`src/rtl/spireg_pkg.sv`:
```
package spireg_pkg;

    localparam int DW      = 8;
    localparam int AW      = 5;
    localparam int NCTRL   = 11;
    localparam int NTRIM   = 3;
    localparam int FRAME_W = 2 * DW;
    localparam int CNT_W   = $clog2(FRAME_W) + 1;
    localparam int IDX_W   = 4;

    localparam logic [AW-1:0] ADDR_STAT  = 5'h0C;
    localparam logic [AW-1:0] ADDR_TEST  = 5'h0E;
    localparam logic [AW-1:0] ADDR_TRIM0 = 5'h0F;

    typedef enum logic [1:0] {
        KIND_NONE,
        KIND_CTRL,
        KIND_TRIM,
        KIND_STAT
    } reg_kind_e;

    typedef struct packed {
        reg_kind_e          kind;
        logic [IDX_W-1:0]   idx;
    } reg_slot_t;

    typedef struct packed {
        logic [2:0]          sck_s;
        logic [2:0]          cs_s;
        logic [1:0]          mosi_s;
        logic [CNT_W-1:0]    cnt;
        logic [FRAME_W-1:0]  rx;
        logic [DW-1:0]       tx;
        logic                wr_req;
    } frame_t;

    typedef struct packed {
        logic [NCTRL-1:0][DW-1:0] ctrl;
        logic [NTRIM-1:0][DW-1:0] trim;
    } bank_t;

    // Map a register address onto its storage class and slot number.
    function automatic reg_slot_t decode_addr(input logic [AW-1:0] a);
        reg_slot_t s;
        s.kind = KIND_NONE;
        s.idx  = '0;
        if (a <= 5'h04) begin
            s.kind = KIND_CTRL;
            s.idx  = a[IDX_W-1:0];
        end else if (a >= 5'h07 && a <= 5'h0B) begin
            s.kind = KIND_CTRL;
            s.idx  = IDX_W'(a - 5'd2);
        end else if (a == 5'h0D) begin
            s.kind = KIND_CTRL;
            s.idx  = IDX_W'(NCTRL - 1);
        end else if (a == ADDR_STAT) begin
            s.kind = KIND_STAT;
        end else if (a >= ADDR_TRIM0 && a < ADDR_TRIM0 + AW'(NTRIM)) begin
            s.kind = KIND_TRIM;
            s.idx  = IDX_W'(a - ADDR_TRIM0);
        end
        return s;
    endfunction

endpackage

```
`src/rtl/spireg_frame.sv`:
```
module spireg_frame
    import spireg_pkg::*;
(
    input  logic          clk,
    input  logic          rst_n,
    input  logic          sck,
    input  logic          cs_n,
    input  logic          mosi,
    input  logic [DW-1:0] status_i,
    input  logic [DW-1:0] rd_data,
    output logic [AW-1:0] rd_addr,
    output logic          miso,
    output logic          wr_req,
    output logic [AW-1:0] wr_addr,
    output logic [DW-1:0] wr_data,
    output logic          wr_par_ok
);

    frame_t f_d, f_q;

    logic sck_rise, sck_fall, cs_fall, cs_rise, active;

    always_comb begin
        sck_rise = f_q.sck_s[1] & ~f_q.sck_s[2];
        sck_fall = ~f_q.sck_s[1] & f_q.sck_s[2];
        cs_fall  = ~f_q.cs_s[1] & f_q.cs_s[2];
        cs_rise  = f_q.cs_s[1] & ~f_q.cs_s[2];
        active   = ~f_q.cs_s[1];

        f_d        = f_q;
        f_d.sck_s  = {f_q.sck_s[1:0], sck};
        f_d.cs_s   = {f_q.cs_s[1:0], cs_n};
        f_d.mosi_s = {f_q.mosi_s[0], mosi};
        f_d.wr_req = 1'b0;

        if (cs_fall) begin
            f_d.cnt = '0;
            f_d.tx  = status_i;
        end else if (active) begin
            if (sck_rise) begin
                f_d.rx = {f_q.rx[FRAME_W-2:0], f_q.mosi_s[1]};
                if (f_q.cnt != '1)
                    f_d.cnt = f_q.cnt + 1'b1;
            end
            if (sck_fall) begin
                if (f_q.cnt == CNT_W'(DW))
                    f_d.tx = rd_data;
                else
                    f_d.tx = {f_q.tx[DW-2:0], 1'b0};
            end
        end

        if (cs_rise)
            f_d.wr_req = (f_q.cnt == CNT_W'(FRAME_W)) && !f_q.rx[FRAME_W-1];
    end

    always_ff @(posedge clk or negedge rst_n) begin
        if (!rst_n) begin
            f_q       <= '0;
            f_q.sck_s <= '0;
            f_q.cs_s  <= '1;
        end else begin
            f_q <= f_d;
        end
    end

    assign rd_addr   = f_q.rx[DW-2 -: AW];
    assign miso      = f_q.tx[DW-1];
    assign wr_req    = f_q.wr_req;
    assign wr_addr   = f_q.rx[FRAME_W-2 -: AW];
    assign wr_data   = f_q.rx[DW-1:0];
    assign wr_par_ok = ^f_q.rx[FRAME_W-1:DW];


    frame_len_chk: assert property (@(posedge clk) disable iff (!rst_n)
        f_q.wr_req |-> f_q.cnt == CNT_W'(FRAME_W));


    status_load_chk: assert property (@(posedge clk) disable iff (!rst_n)
        cs_fall |=> f_q.tx == $past(status_i));


    commit_edge_chk: assert property (@(posedge clk) disable iff (!rst_n)
        f_q.wr_req |-> f_q.cs_s[2] && !f_q.cs_s[1] == 1'b0);

endmodule

```
`src/rtl/spireg_bank.sv`:
```
module spireg_bank
    import spireg_pkg::*;
(
    input  logic                clk,
    input  logic                rst_n,
    input  logic                wr_req,
    input  logic [AW-1:0]       wr_addr,
    input  logic [DW-1:0]       wr_data,
    input  logic                wr_par_ok,
    input  logic [AW-1:0]       rd_addr,
    input  logic [DW-1:0]       status_i,
    output logic [DW-1:0]       rd_data,
    output logic [NCTRL*DW-1:0] ctrl_o,
    output logic [NTRIM*DW-1:0] trim_o
);

    bank_t     b_d, b_q;
    reg_slot_t wslot, rslot;
    logic      commit;

    always_comb begin
        wslot  = decode_addr(wr_addr);
        commit = wr_req && wr_par_ok;
        b_d    = b_q;
        for (int g = 0; g < NCTRL; g++) begin
            if (commit && wslot.kind == KIND_CTRL && wslot.idx == IDX_W'(g))
                b_d.ctrl[g] = wr_data;
        end
        for (int g = 0; g < NTRIM; g++) begin
            if (commit && wslot.kind == KIND_TRIM && wslot.idx == IDX_W'(g))
                b_d.trim[g] = wr_data;
        end
    end

    always_comb begin
        rslot   = decode_addr(rd_addr);
        rd_data = '0;
        if (rslot.kind == KIND_STAT)
            rd_data = status_i;
        for (int g = 0; g < NCTRL; g++) begin
            if (rslot.kind == KIND_CTRL && rslot.idx == IDX_W'(g))
                rd_data = b_q.ctrl[g];
        end
    end

    always_ff @(posedge clk or negedge rst_n) begin
        if (!rst_n)
            b_q <= '0;
        else
            b_q <= b_d;
    end

    assign ctrl_o = b_q.ctrl;
    assign trim_o = b_q.trim;


    bad_parity_chk: assert property (@(posedge clk) disable iff (!rst_n)
        (wr_req && !wr_par_ok) |=> $stable(b_q));


    test_addr_chk: assert property (@(posedge clk) disable iff (!rst_n)
        (wr_req && (wr_addr == ADDR_TEST || wr_addr == 5'h05 || wr_addr == 5'h06
                    || wr_addr > 5'h11)) |=> $stable(b_q));


    status_ro_chk: assert property (@(posedge clk) disable iff (!rst_n)
        (wr_req && wr_addr == ADDR_STAT) |=> $stable(b_q));

endmodule

```
`src/rtl/spi_reg_slave.sv`:
```
module spi_reg_slave
    import spireg_pkg::*;
(
    input  logic                clk,
    input  logic                rst_n,
    input  logic                spi_sck,
    input  logic                spi_cs_n,
    input  logic                spi_mosi,
    output logic                spi_miso,
    input  logic [DW-1:0]       sys_status_i,
    output logic [NCTRL*DW-1:0] ctrl_o,
    output logic [NTRIM*DW-1:0] trim_o
);

    logic [AW-1:0] rd_addr, wr_addr;
    logic [DW-1:0] rd_data, wr_data;
    logic          wr_req, wr_par_ok;

    spireg_frame u_frame (
        .clk      (clk),
        .rst_n    (rst_n),
        .sck      (spi_sck),
        .cs_n     (spi_cs_n),
        .mosi     (spi_mosi),
        .status_i (sys_status_i),
        .rd_data  (rd_data),
        .rd_addr  (rd_addr),
        .miso     (spi_miso),
        .wr_req   (wr_req),
        .wr_addr  (wr_addr),
        .wr_data  (wr_data),
        .wr_par_ok(wr_par_ok)
    );

    spireg_bank u_bank (
        .clk      (clk),
        .rst_n    (rst_n),
        .wr_req   (wr_req),
        .wr_addr  (wr_addr),
        .wr_data  (wr_data),
        .wr_par_ok(wr_par_ok),
        .rd_addr  (rd_addr),
        .status_i (sys_status_i),
        .rd_data  (rd_data),
        .ctrl_o   (ctrl_o),
        .trim_o   (trim_o)
    );

endmodule

```
`config.mk`:
```
export PLATFORM = sky130hd
export DESIGN_NAME = spi_reg_slave
export DESIGN_NICKNAME = d
export VERILOG_FILES = /design/src/rtl/spireg_pkg.sv /design/src/rtl/spireg_frame.sv /design/src/rtl/spireg_bank.sv /design/src/rtl/spi_reg_slave.sv
export SDC_FILE = /design/constraint.sdc
export NUM_CORES = 1
export LEC_CHECK = 0
export BUFFER_PORTS_ARGS = -buffer_cell sky130_fd_sc_hd__buf_2
export CAP_MARGIN = 15
export CORE_UTILIZATION = 53
export CTS_CLUSTER_DIAMETER = 120
export DETAILED_ROUTE_END_ITERATION = 16
export PLACE_DENSITY = 0.76
export SLEW_MARGIN = 10
export SYNTH_ARGS = -nofsm -noshare
export SYNTH_HDL_FRONTEND = slang
export SYNTH_HIERARCHICAL = 1
export SYNTH_SLANG_ARGS = --single-unit
```
`constraint.sdc`:
```
create_clock -name clk -period 4.71 [get_ports clk]
set_input_delay 0.942 -clock clk [delete_from_list [all_inputs] [get_ports clk]]
set_output_delay 0.942 -clock clk [all_outputs]
set_load 0.02 [all_outputs]
```
==> results.json, run 1 <==
{
  "fin_ws_ns": 0.448,
  "p_leak_nw": 4.56,
  "cts.path.max_buffers": 2,
  "nNetsFinal": 823,
  "syn_nets": 696,
  "fmax_mhz": 235,
  "remaining_drc_errors": 0,
  "dp_slack_ns": 0.476,
  "stdcell_area_um2": 9130,
  "ys_seq_area_share_pct": 48.5,
  "syn_inst": 668,
  "powerDensity_nw_per_um2": 397,
  "gp_congestion": 0.938,
  "synthTopCellsByArea": "dfrtp_1 (47%), mux2_2 (19%), ha_1 (2.4%)",
  "worst_pin_slew_ns": 0.882,
  "cts_setup_buffers": 0,
  "firstDrtPassIters": 5,
  "cts-resized-gates": 0,
  "cts_sinks": 150,
  "clkTransAtPathRegs_ns": 0.06,
  "yosys_warnings": 6,
  "area_delta_synth_final_pct": 17.8,
  "floorplan.initialDensity_pct": 55.2,
  "worst_setup_path_end_kind": "flop",
  "grt_pass1_wl_um": 35000,
  "dieHeight_um": 123,
  "post-dp-hpwl_um": 16800,
  "peakVddDrop_v": 0.000282,
  "layout_min_cycle_time_ns": 4.26,
  "wl_um": 23000,
  "cts_tree": "done",
  "rsz0062_at_grt": "false",
  "synth_flop_cell": "dfrtp_1",
  "status": "finished, final reports clean",
  "relSlewSlack_pct": 40.9,
  "viasPerCell": 6.16,
  "synth-edff-count": 0,
  "ant_nets": 0,
  "hold_violations": 0,
  "grt_remaining_overflow": 0,
  "synth_top_area_share_pct": 47.5,
  "drive_gt1_share_pct": 41.6,
  "portBuffers": 125,
  "cts_root_buffer": "clkbuf_16",
  "clk_latency_ns": 0.43,
  "vias": 6088,
  "fp.dieW_um": 123,
  "grt_pass1_vias": 6125,
  "grt_max_degree": 60,
  "dpl_cell_area_um2": 8570,
  "wl_per_cell_um": 23.3,
  "cts-htree-levels": 4,
  "ys_types": 66,
  "worstPathArrival_ns": 4.54,
  "avgSynthCellArea_um2": 11.6,
  "synthArstFlopShare_pct": 100,
  "cts-hold-fix-buffers": 0,
  "antenna_found_initial": 0,
  "critPathRequiredTime_ns": 4.99,
  "path_class": "reg2reg",
  "rows": 43,
  "clock_skew_ns": 0.0133,
  "setup_viol": 0,
  "grt_usage_pct": 31.9,
  "io_pins": 126,
  "first_iter_violations": 535,
  "maxCapViolCount": 0,
  "finalMaxSlewViolations": 0,
  "setup_tns_ns": 0,
  "hold_path.class": "reg2reg",
  "start_kind": "flop",
  "syn_area_um2": 7740,
  "ys_seq_elements": 150,
  "cts_buffers": 17,
  "yosysTopAreaCell": "dfrtp_1",
  "worstPathMaxFanout": 13,
  "diodes": 0,
  "period_share_pct": 90.5,
  "die-area_um2": 15100,
  "core_area_um2": 14000
}
## stage by stage
stage,hold WS (ns),total power [mW],util (%),cells
after floorplan,0.331,2.02,-,668
after global placement,0.333,2.37,61.0,955
after detailed placement,0.348,2.37,61.0,955
after global routing,0.364,3.77,65.0,988
after CTS,0.361,3.63,64.9,987
final,0.359,3.62,65.0,988
## synth_stat cells (4+ instances only)
cell       instances
clkbuf_1          19
o221ai_1          11
nor3_1            14
a21o_1             4
and2_1             5
inv_1             24
a31oi_1            5
buf_4             20
or3_1              8
a22o_1             4
o211ai_1           4
nand3_1           16
nand2_1           47
mux2i_1           11
o31ai_1            4
o21a_1             5
nand3b_1           5
o22ai_1            5
o21ai_0           25
buf_2              4
mux2_2           129
nor3b_4            4
xnor2_1            7
nor2b_1            5
a2bb2oi_1          6
ha_1              15
nor2_1            25
a21oi_1           21
dfrtp_1          147
o21ai_1            6
a211oi_1           7
## power breakdown
part / total [mW] / internal, mW / switching, mW / leakage [nW]
Combinational: 0.963 / 0.342 / 0.621 / 2.24
Sequential: 1.41 / 1.32 / 0.0879 / 2.05
Clock: 1.25 / 0.687 / 0.563 / 0.263
## final cells by class
class / instances / area, um2
Multi-Input combinational cell: 451 / 3670
Tap cell: 180 / 225
Clock buffer: 18 / 429
Clock inverter: 14 / 119
Fill cell: 1110 / 4920
Sequential cell: 150 / 3760
Inverter: 24 / 90.1
Timing Repair Buffer: 151 / 831
## flip-flops by register name, indices dropped and copies added, names as in the netlist
register,cells
u_frame/miso,1
u_frame/wr_data,3
u_frame/wr_addr,5
u_frame/f_q,18
u_frame/rd_addr,5
u_frame/wr_req,1
u_bank/ctrl_o,88
u_bank/trim_o,24
u_frame/f_d,5
## metal layers
layer  GRT usage [%]  vias up  part of all wire [%]
met5               0        -                     0
met4            11.3        0                   2.1
met3            5.48       37                   5.3
met2            52.2      257                    49
met1            42.5     3094                    44
li1                -     2700                     -
## worst max-delay path, cell delays in order (launching register included)
cell       delay, ns
dfrtp_1         0.70
inv_1           0.18
ha_1            0.27
o21ai_0         0.68
o21ai_1         0.38
o311a_1         0.39
and2_1          0.30
a22o_1          0.24
a2111oi_0       0.57
o21ai_1         0.12
mux2i_1         0.16
o221ai_1        0.13
## cell families after synthesis
| family | after synthesis | share of synthesized area [%] |
|---|---|---|
| fa+ha+maj | 15 | 2.42 |
| compound gates | 135 | 12.3 |
| xor+xnor | 10 | 1.13 |
| buf+inv | 67 | 4.28 |
| flops | 150 | 48.5 |
| mux | 140 | 20.2 |
| simple gates | 151 | 11.2 |
## layout by cell type (no fill, tap or decap), types with 4 or more instances in the layout
cell type / instances
nor2b_1: 5
nor3_1: 14
clkinv_4: 4
a22o_1: 4
nand3b_1: 5
xnor2_1: 7
and2_1: 5
nand2_1: 47
or3_1: 8
buf_4: 25
buf_2: 124
o21ai_0: 25
o211ai_1: 4
inv_1: 24
o221ai_1: 11
mux2i_1: 11
nand3_1: 16
o22ai_1: 5
o21a_1: 5
nor3b_4: 4
ha_1: 15
nor2_1: 25
mux2_2: 129
a2bb2oi_1: 6
a21oi_1: 21
o21ai_1: 6
a31oi_1: 4
dfrtp_1: 147
a211oi_1: 7
clkbuf_16: 17
a21o_1: 4
## path summary, 6_finish.rpt
kind,start,to,slack [ns],depth (start not counted)
worst max register to register,u_frame/rd_addr[0]$_DFFE_PN0P_,u_frame/f_q[3]$_DFFE_PN0P_,0.45,11
min in group asynchronous,rst_n,u_bank/ctrl_o[4]$_DFFE_PN0P_,0.48,1
worst min register to register,u_frame/f_d[33]$_DFF_PN1_,u_frame/f_d[34]$_DFF_PN1_,0.36,0
max in group asynchronous,rst_n,u_bank/trim_o[15]$_DFFE_PN0P_,3.23,2
worst max-delay path,u_frame/rd_addr[0]$_DFFE_PN0P_,u_frame/f_q[3]$_DFFE_PN0P_,0.45,11
worst min-delay path,u_frame/f_d[33]$_DFF_PN1_,u_frame/f_d[34]$_DFF_PN1_,0.36,0
No activity file was read; power rests on OpenSTA's default activity.
==> run 2, diff against run 1 <==
--- a/config.mk
+++ b/config.mk
@@ -7,7 +7,7 @@
 export LEC_CHECK = 0
 export BUFFER_PORTS_ARGS = -buffer_cell sky130_fd_sc_hd__buf_2
 export CAP_MARGIN = 15
-export CORE_UTILIZATION = 53
+export CORE_UTILIZATION = 51
 export CTS_CLUSTER_DIAMETER = 120
 export DETAILED_ROUTE_END_ITERATION = 16
 export PLACE_DENSITY = 0.76
==> constraint.sdc (replaced) <==
create_clock -name clk -period 3.59 [get_ports clk]
set_input_delay 0.718 -clock clk [delete_from_list [all_inputs] [get_ports clk]]
set_output_delay 0.718 -clock clk [all_outputs]
set_load 0.02 [all_outputs]
==> run 2 against run 1 <==
  * The flow now finishes with violations (DRC)
  * Sequential power is 29% higher
  * Non-clock buffer count is 13 higher
  * Final area is 1.9% higher
  * Die area is 3.9% higher
  * Combinational power is 43% higher
==> results.json, run 2 (synthesis gave the netlist of run 1 again) <==
{
  "power_switching_mw": 1.72,
  "rsz0062_at_grt": "true",
  "powerDensity_nw_per_um2": 526,
  "comb_power_share_pct": 28.3,
  "diodes": 0,
  "core_area_um2": 14700,
  "cts-htree-levels": 4,
  "grt_pass1_wl_um": 35400,
  "cpLargestDelayFamily": "compound AO/OA/AOI/OAI gates",
  "status": "finished, violations left",
  "ant_nets": 0,
  "setup_viol": 0,
  "r2r_start": "u_frame/rd_addr[0]$_DFFE_PN0P_",
  "wl_um": 22300,
  "start_kind": "flop",
  "cts-hold-fix-buffers": 0,
  "hold_violations": 0,
  "clock_skew_ns": 0.00909,
  "grt_usage_pct": 29.8,
  "stdcell_area_um2": 9300,
  "portBuffers": 125,
  "rows": 44,
  "worstPathArrival_ns": 3.72,
  "io_pins": 126,
  "fp.dieW_um": 125,
  "gp_congestion": 0.916,
  "die-area_um2": 15700,
  "final_cell_mix": "dfrtp_1 (147), mux2_2 (129), buf_2 (124)",
  "slowest_delay_ns": 0.47,
  "violations": "DRC",
  "path_cells": "ha_1, nand3b_1, a32oi_4, nor2_1, o311a_1, and2_1, a22o_1, a2111oi_1, o21ai_1, mux2i_1, o221ai_1",
  "clk_latency_ns": 0.43,
  "path_class": "reg2reg",
  "firstDrtPassIters": 12,
  "critPathLaunch": "u_frame/rd_addr[0]$_DFFE_PN0P_",
  "first_iter_violations": 624,
  "hold_path.class": "in2async",
  "nNetsFinal": 836,
  "setup_tns_ns": 0,
  "floorplan.initialDensity_pct": 52.7,
  "clkTransAtPathRegs_ns": 0.06,
  "wl_per_cell_um": 22.2,
  "cts_root_buffer": "clkbuf_16",
  "period_share_pct": 95.7,
  "grt_remaining_overflow": 0,
  "area_delta_synth_final_pct": 20.1,
  "p_clk_share_pct": 34.5,
  "maxCapViolCount": 0,
  "worst_pin_slew_ns": 1.10,
  "viasPerCell": 6.17,
  "antenna_found_initial": 0,
  "p_leak_nw": 4.64,
  "remaining_drc_errors": 2,
  "post-dp-hpwl_um": 16100,
  "p_total_mw": 4.89,
  "relSlewSlack_pct": 26.4,
  "peakVddDrop_v": 0.000437,
  "cts_sinks": 150,
  "swShare_pct": 35.3,
  "layout_min_cycle_time_ns": 3.43,
  "power_frac_seq_pct": 37.2,
  "final_common_cell": "dfrtp_1",
  "vias": 6203,
  "cts_buffers": 17,
  "critPathRequiredTime_ns": 3.88,
  "largest_register_ffs": 88,
  "dpl_cell_area_um2": 8670,
  "cts.path.max_buffers": 2,
  "cp_num_buf_inv": 0,
  "worst_setup_path_end_kind": "flop",
  "dieHeight_um": 125,
  "cts_tree": "done",
  "grt_max_degree": 68,
  "finalMaxSlewViolations": 0,
  "worstPathMaxFanout": 8,
  "grt_pass1_vias": 6276,
  "fmax_mhz": 291,
  "crit_path_top_delay_cell": "dfrtp_1",
  "drive_gt1_share_pct": 43.0,
  "p_int_mw": 3.17
}
## run 2: cell count changes in the layout (fill, tap and decap cells not counted), sizes merged
cell    previous run  this run
buf              151       164
clkbuf            18        20
clkinv             6         2
inv               29        31
## run 2: cell type report
class,count,area (um2)
Fill cell,1172,5400
Sequential cell,150,3760
Multi-Input combinational cell,451,3730
Timing Repair Buffer,164,937
Clock buffer,20,447
Tap cell,184,230
Clock inverter,12,111
Inverter,24,90.1
## run 2: per-layer routing
metal	routed length [um]	track usage, %
met1	9630	39.7
met2	10600	47.8
met3	1520	6.89
met4	573	11.0
met5	0	0
## run 2: path summary, 6_finish.rpt
| check | slack [ns] | cells past startpoint | end |
|---|---|---|---|
| worst min-delay path | 0.29 | 1 | u_bank/ctrl_o[17]$_DFFE_PN0P_ |
| min in group clk | 0.35 | 0 | u_frame/f_q[31]$_DFF_PN0_ |
| worst min register to register | 0.35 | 0 | u_frame/f_q[31]$_DFF_PN0_ |
| max in group asynchronous | 2.42 | 2 | u_bank/ctrl_o[27]$_DFFE_PN0P_ |
| worst max-delay path | 0.16 | 11 | u_frame/f_q[3]$_DFFE_PN0P_ |
| worst max register to register | 0.16 | 11 | u_frame/f_q[3]$_DFFE_PN0P_ |
## run 2: stage by stage
stage                     hold slack (ns)  cells  setup WS [ns]  utilization (%)
after floorplan                     0.331    668          0.521                -
after global placement              0.335    970        -0.0175             59.0
after detailed placement            0.336    970         -0.101             59.0
after CTS                           0.303   1002         0.0137             62.9
after global routing                0.329   1005        -0.0518             63.3
final                               0.286   1005          0.156             63.3
## run 2: power by group through the flow
stage / sequential, mW / clock (mW) / combinational, mW
final: 1.82 / 1.68 / 1.38
after CTS: 1.82 / 1.71 / 1.31
after detailed placement: 1.85 / 0 / 1.29
after floorplan: 1.79 / 0 / 0.863
after global placement: 1.84 / 0 / 1.29
after global routing: 1.83 / 1.78 / 1.50
## run 2: worst register-to-register path: cells and delay by family, from the launching register on
family / cells / cell delay, ns
flip-flops: 1 / 0.47
AO/OA/AOI/OAI: 6 / 1.72
multiplexers: 1 / 0.17
adder cells (fa/ha/maj): 1 / 0.30
AND/OR/NAND/NOR: 3 / 0.65
## run 2: repair_timing
action / in CTS / in global routing
resized for setup: 3 / 9
endpoints found under the setup margin: 1 / 23
pin swaps: 0 / 1
buffers inserted: 0 / 3
